<file path="config.mk">
export PLATFORM = sky130hd
export DESIGN_NAME = fp_status_unit
export DESIGN_NICKNAME = d
export VERILOG_FILES = /design/src/rtl/fpsu_pkg.sv /design/src/rtl/fpsu_ctrl.sv /design/src/rtl/fpsu_datapath.sv /design/src/rtl/fp_status_unit.sv
export SDC_FILE = /design/constraint.sdc
export NUM_CORES = 1
export LEC_CHECK = 0
export BUFFER_PORTS_ARGS = -buffer_cell sky130_fd_sc_hd__buf_4
export CORE_AREA = 2 2 60 62
export DETAILED_ROUTE_END_ITERATION = 8
export DIE_AREA = 0 0 62 64
export HOLD_SLACK_MARGIN = 0.06
export PLACE_DENSITY = 0.7
export SETUP_SLACK_MARGIN = 0.02
export SLEW_MARGIN = 20
export SYNTH_ARGS = -nofsm -noshare
export SYNTH_HDL_FRONTEND = slang
export SYNTH_HIERARCHICAL = 1
export SYNTH_SLANG_ARGS = --single-unit
</file>
<file path="constraint.sdc">
create_clock -name clk -period 0.9 [get_ports clk]
set_input_delay 0 -clock clk [delete_from_list [all_inputs] [get_ports clk]]
set_output_delay 0 -clock clk [all_outputs]
set_load 0.03 [all_outputs]
</file>
<file path="src/rtl/fpsu_pkg.sv">
package fpsu_pkg;
  localparam int N_FLAGS   = 5;
  localparam int RM_LSB    = 0;
  localparam int RM_W      = 2;
  localparam int FLAG_LSB  = 2;
  localparam int EN_LSB    = FLAG_LSB + N_FLAGS;
  localparam int CAUSE_LSB = EN_LSB + N_FLAGS;
  localparam int CAUSE_W   = N_FLAGS + 1;
  localparam int DN_BIT    = CAUSE_LSB + CAUSE_W;
  localparam int USED_W    = DN_BIT + 1;
  localparam logic [RM_W-1:0] RM_TRUNC = 2'b01;

  typedef struct packed {
    logic doLoad;
    logic doUpdate;
    logic anyFlag;
  } fpsuStrobes_t;
endpackage

</file>
<file path="src/rtl/fpsu_ctrl.sv">
module fpsu_ctrl
  import fpsu_pkg::*;
(
  input  logic               loadEn,
  input  logic               updEn,
  input  logic [N_FLAGS-1:0] excFlags,
  output fpsuStrobes_t       strobes
);
  // Load has priority over a same-cycle update.
  always_comb begin
    strobes.doLoad   = loadEn;
    strobes.doUpdate = updEn && !loadEn;
    strobes.anyFlag  = updEn && !loadEn && (|excFlags);
  end
endmodule

</file>
<file path="src/rtl/fpsu_datapath.sv">
module fpsu_datapath
  import fpsu_pkg::*;
#(
  parameter int                 DATA_W      = 32,
  parameter int                 CODE_W      = 12,
  parameter logic [CODE_W-1:0]  TRAP_VECTOR = 12'h120
) (
  input  logic               clk,
  input  logic               rstN,
  input  fpsuStrobes_t       strobes,
  input  logic [DATA_W-1:0]  loadData,
  input  logic [N_FLAGS-1:0] excFlags,
  output logic [DATA_W-1:0]  statusWord,
  output logic               roundToZero,
  output logic               flushDenorm,
  output logic               trapReq,
  output logic [CODE_W-1:0]  trapCode
);
  localparam logic [DATA_W-1:0] WR_MASK = {{(DATA_W-USED_W){1'b0}}, {USED_W{1'b1}}};

  logic [DATA_W-1:0]  statusQ, statusD;
  logic [N_FLAGS-1:0] newCause;
  logic               trapD, trapQ;
  logic [CODE_W-1:0]  codeQ;

  // Cause accumulation, one bit per flag.
  for (genvar i = 0; i < N_FLAGS; i++) begin : g_cause
    assign newCause[i] = statusQ[CAUSE_LSB+i] | excFlags[i];
  end

  always_comb begin
    statusD = statusQ;
    trapD   = 1'b0;
    if (strobes.doLoad) begin
      statusD = loadData & WR_MASK;
    end else if (strobes.doUpdate) begin
      statusD[FLAG_LSB +: N_FLAGS] = excFlags;
      if (strobes.anyFlag) begin
        statusD[CAUSE_LSB +: N_FLAGS] = newCause;
        trapD = |(newCause & statusQ[EN_LSB +: N_FLAGS]);
      end
    end
  end

  always_ff @(posedge clk or negedge rstN) begin
    if (!rstN) begin
      statusQ <= '0;
      trapQ   <= 1'b0;
      codeQ   <= '0;
    end else begin
      statusQ <= statusD;
      trapQ   <= trapD;
      codeQ   <= trapD ? TRAP_VECTOR : '0;
    end
  end

  assign statusWord  = statusQ;
  assign roundToZero = (statusQ[RM_LSB +: RM_W] == RM_TRUNC);
  assign flushDenorm = statusQ[DN_BIT];
  assign trapReq     = trapQ;
  assign trapCode    = codeQ;

  a_r2_upper_zero: assert property (@(posedge clk) disable iff (!rstN)
    statusQ[DATA_W-1:USED_W] == '0);

  a_r6_cause_sticky: assert property (@(posedge clk) disable iff (!rstN)
    $past(strobes.doUpdate) |->
      ((statusQ[CAUSE_LSB +: CAUSE_W] & $past(statusQ[CAUSE_LSB +: CAUSE_W]))
        == $past(statusQ[CAUSE_LSB +: CAUSE_W])));

  a_r7_quiet_update: assert property (@(posedge clk) disable iff (!rstN)
    $past(strobes.doUpdate && !strobes.anyFlag) |->
      (!trapQ && $stable(statusQ[DN_BIT:EN_LSB])));

  a_r8_code_with_trap: assert property (@(posedge clk) disable iff (!rstN)
    trapQ ? (codeQ == TRAP_VECTOR) : (codeQ == '0));

  a_r9_load_no_trap: assert property (@(posedge clk) disable iff (!rstN)
    $past(strobes.doLoad) |-> !trapQ);

  a_r10_controls_kept: assert property (@(posedge clk) disable iff (!rstN)
    $past(!strobes.doLoad) |->
      ($stable(statusQ[DN_BIT]) && $stable(statusQ[RM_LSB +: RM_W])));
endmodule

</file>
<file path="src/rtl/fp_status_unit.sv">
module fp_status_unit
  import fpsu_pkg::*;
#(
  parameter int                DATA_W      = 32,
  parameter int                CODE_W      = 12,
  parameter logic [CODE_W-1:0] TRAP_VECTOR = 12'h120
) (
  input  logic               clk,
  input  logic               rstN,
  input  logic               loadEn,
  input  logic [DATA_W-1:0]  loadData,
  input  logic               updEn,
  input  logic [N_FLAGS-1:0] excFlags,
  output logic [DATA_W-1:0]  statusWord,
  output logic               roundToZero,
  output logic               flushDenorm,
  output logic               trapReq,
  output logic [CODE_W-1:0]  trapCode
);
  fpsuStrobes_t strobes;

  fpsu_ctrl ctrl_i (
    .loadEn   (loadEn),
    .updEn    (updEn),
    .excFlags (excFlags),
    .strobes  (strobes)
  );

  fpsu_datapath #(
    .DATA_W      (DATA_W),
    .CODE_W      (CODE_W),
    .TRAP_VECTOR (TRAP_VECTOR)
  ) dp_i (
    .clk         (clk),
    .rstN        (rstN),
    .strobes     (strobes),
    .loadData    (loadData),
    .excFlags    (excFlags),
    .statusWord  (statusWord),
    .roundToZero (roundToZero),
    .flushDenorm (flushDenorm),
    .trapReq     (trapReq),
    .trapCode    (trapCode)
  );
endmodule

</file>
# Word-level counts from Yosys, hierarchy flattened
# Cells that the tools add are included.
word_totals:
  ff_bits: 32
  output_inout_bits: 47
classes:
  eq_ne: 1
  muxes: 9
  n_bitwise: 6
  n_reduce_logical: 8
op_table:
  columns: ["cell", "count"]
  rows:
  - ["5-bit two-way mux", 5]
  - ["5-bit OR reduction", 2]
  - ["9-bit two-way mux", 1]
  - ["5-bit bitwise AND", 1]
  - ["1-bit bitwise OR", 5]
  - ["2-bit nonzero test", 2]
  - ["1-bit two-way mux", 3]
  - ["2-bit by 1-bit equality test with 1-bit output (second input constant)", 1]
  - ["1-bit logical AND", 2]
  - ["2-bit AND reduction", 1]
  - ["1-bit logical NOT", 1]

# Depth between registers and ports, before layout
depth:
  word_depth: 7
  depth_mapped: 5
  depth_no_buf: 5

# By module
# The synthesis kept the hierarchy.
modules_own_cells:
  columns: ["mod", "instances", "cells_each", "area_per_inst_um2"]
  rows:
  - ["fpsu_datapath", 1, 100, 1042.2]
  - ["fpsu_ctrl", 1, 4, 28.8]

# Worst setup path after synthesis
# No wires, ideal clock.
synth_timing:
  path_kind: "input-to-reg"
  startpoint: "input excFlags[2]"
  endpoint: "register dp_i.statusQ[13] (netlist: dp_i/statusWord[13])"
  setup_ps: 133
  arrival_ps: 1039
  slack_ps: -273
  stages: 5
  path_buffers: 0
  path_cell_list: "or4_1 -> o21a_1 -> and2_4 -> a21oi_1 -> o21ai_0"
synth_rtl:
  columns: ["element", "line", "text"]
  rows:
  - ["start, declared", "fp_status_unit.sv:13", "input logic [N_FLAGS-1:0] excFlags,"]
  - ["end signal, assigned", "fpsu_datapath.sv:51", "statusQ <= statusD;"]
  - ["end, declared", "fpsu_datapath.sv:21", "logic [DATA_W-1:0] statusQ, statusD;"]

# Worst setup path after layout
layout_timing:
  startpoint: "register dp_i.statusQ[0] (netlist: dp_i/statusWord[0])"
  endpoint: "output roundToZero"
layout_between:
  elab_chain_cells: 1
layout_lines:
  columns: ["element", "line", "text"]
  rows:
  - ["2-bit by 1-bit equality test with 1-bit output", "fpsu_datapath.sv:58", "assign roundToZero = (statusQ[RM_LSB +: RM_W] == RM_TRUNC);"]
  - ["end, declared", "fp_status_unit.sv:15", "output logic roundToZero,"]
# No other way between the ends.

==> impl_metrics.csv <==
group,metric,value,unit
power,pwr-share-clk,20.0,%
job,cap_violations,0,
cells_and_area,final_cell_mix,"buf_4 (38), buf_6 (30), conb_1 (23), dlygate4sd3_1 (22), dfrtp_2 (14)",
cts,clkTransAtPathRegs,0.12,ns
sta,setup_slack,-0.1055,ns
cts,tritoncts,"done",
placed_design,port_buffers,51,
detailed_routing,firstDrtPassIters,4,
run_status,violations,"negative setup slack",
power,p_leak,0.9109,nW
cells_and_area,areaGrowthSynthToFinish,79.21,%
cells_and_area,mostFrequentLayoutCell,"buf_4",
grt,grt_pass1_vias,1067,
cts,htree_levels,1,
power,switching_share,34.33,%
detailed_routing,drc_errors,0,
cts,cts.path.max_buffers,2,
placed_design,dpl.hpwl,2052,um
logic_synthesis,synthCells,104,
sta,fin_crit_sh,111.7,%
logic_synthesis,synth_cell_types,17,
worst_setup_path,critPathMaxFanout,3,
cts,insertion_delay,0.30,ns
detailed_routing,dr_total_vias,1008,
die,start_util,32.61,%
cells_and_area,layout-drive-gt1-share,54.50,%
die,rows,21,
grt,antenna_found_initial,0,
sta,max_clock_freq,994.5,MHz
power,ir_worst_vdd,0.0005519,V
sta,drv_slew,0,
worst_setup_path,crit_path_end_kind,"output port",
detailed_routing,viasPerCell,4.289,
worst_setup_path,critPathKind,"reg -> out",
logic_synthesis,avgSynthCellArea,10.30,um^2
detailed_routing,initialDrtViolationCount,38,
power,power.density,1376,nW/um^2
detailed_routing,ant_nets,0,
power,p_int,1.734,mW
die,die_w,62,um
die,num_io_pins,88,
logic_synthesis,synth-seq-area-share,46.73,%
sta,rsz0062_at_grt,"true",
die,dieArea,3968,um^2
sta,hold_viol,0,
power,switching_power,906.4,uW
grt,grt_overflow_total,0,
detailed_routing,routed_wl,3203,um
power,p_comb_share,39.2,%
grt,grt_max_degree,31,
logic_synthesis,netlist_area,1071,um^2
worst_setup_path,critPathRequiredTime,0.90,ns
sta,skew,0.005929,ns
logic_synthesis,ys_ff_latch,20,
sta,setup_viol,16,
die,placeableCoreArea,3284,um^2
cts,cts_sinks,20,
cells_and_area,fin_util,58.44,%
hold_path,hp-class,"in -> reg",
worst_setup_path,cp-start-kind,"flip-flop",
cells_and_area,nets,231,
worst_setup_path,arrival,1.01,ns
logic_synthesis,yosysWarnings,6,
detailed_routing,wl_per_cell,13.63,um
run_status,status,"finished, violations left",
placed_design,gp_congestion,0.7884,
sta,post-route-min-period,1.005,ns
cts,cts_root_buf,"clkbuf_4",
die,fp.dieH,64,um
grt,grt_pass1_wl,4961,um
power,pwr-share-seq,40.8,%
cts,cts_buffers,3,
sta,holdWs,0.07983,ns
grt,track_usage,16.73,%
cells_and_area,antenna_cells,0,
## per-stage QoR
stage          power (mW)  TNS (ns)  setup slack (ns)  std cells  instance area (um^2)
2_1_floorplan       1.632    -1.420           -0.2711        126                  1197
3_3_place_gp        1.879    -2.450           -0.4125        202                  1490
3_5_place_dp        1.897    -2.740           -0.4465        202                  1490
4_1_cts             2.587   -0.7422           -0.1049        232                  1859
5_1_grt             2.769    -1.644           -0.1512        235                  1919
6_report            2.641   -0.9579           -0.1055        235                  1919
## kinds of logic (layout without fill, tap and decap cells)
kind of cell	after synthesis	in the layout	synth area share, %
DFF	20	20	46.73
and+or+nand+nor	16	16	7.127
muxes	14	14	14.14
AOI/OAI and AO/OA	22	22	10.86
buffers and inverters	31	94	20.79
other	1	23	0.3501
## power by group through the flow
stage / sequential, mW / clock (mW) / combinational [mW]
after floorplan: 1.24 / 0 / 0.390
after global placement: 1.07 / 0 / 0.810
after detailed placement: 1.08 / 0 / 0.820
after CTS: 1.07 / 0.542 / 0.976
after global routing: 1.09 / 0.584 / 1.10
final: 1.08 / 0.527 / 1.03
## Yosys cell counts, drive strengths merged
cell    instances  area, um^2
conb            1       3.750
clkbuf          2       7.510
and2            1       8.760
and3            1       6.260
mux2i           5       50.05
buf            29       215.2
mux2            9       101.4
dfrtp          20       500.5
o21a            1       7.510
a311oi          1       8.760
a21oi           5       25.02
nor2b           2       12.51
o21ai          15       75.07
or4             1       7.510
nand2          11       41.29
## area by class of cell
class / instances / area, um^2
Clock buffer: 4 / 36.28
Sequential cell: 20 / 518.0
Fill cell: 276 / 1365
Multi-Input combinational cell: 75 / 464.2
Timing Repair Buffer: 90 / 843.3
Tap cell: 46 / 57.56
## worst max-delay path, stage by stage, from the launching register on
cell and delay (ns):
dfrtp_2 0.44, nor2b_4 0.13, buf_6 0.13
## routing by layer
layer / vias up / global-route usage (%) / routed length, um
met2: 40 / 30.73 / 1808
met4: 0 / 5.585 / 28
li1: 470 / - / -
met3: 2 / 1.417 / 160
met1: 496 / 19.36 / 1205
met5: - / 0 / 0
## final timing paths
path / from / end / slack, ns / cells after the start
hold reg to reg: dp_i/statusWord[17]$_DFFE_PN0P_ / dp_i/statusWord[17]$_DFFE_PN0P_ / 0.56 / 1
setup reg to reg: dp_i/statusWord[8]$_DFFE_PN0P_ / dp_i/trapCode[5]$_DFF_PN0_ / -0.09 / 3
hold / removal: excFlags[2] / dp_i/statusWord[14]$_DFFE_PN0P_ / 0.08 / 4
setup / recovery: dp_i/statusWord[0]$_DFFE_PN0P_ / roundToZero / -0.11 / 2
min in group asynchronous: rstN / dp_i/statusWord[8]$_DFFE_PN0P_ / 0.11 / 2
max in group asynchronous: rstN / dp_i/statusWord[14]$_DFFE_PN0P_ / 0.56 / 2
## state kept, by name, indices dropped and copies added (netlist names)
name,flops
dp_i/statusWord,19
dp_i/trapCode,1
## what timing repair did
| item | in CTS | in global routing |
|---|---|---|
| endpoints found under the setup margin | 26 | 31 |
| pin swaps | 4 | 2 |
| buffers inserted | 4 | 3 |
| gates resized for setup | 22 | 11 |
| endpoints found under the hold margin | 39 | 0 |
| hold buffers | 22 | 0 |
(Power assumes the default switching activity.)
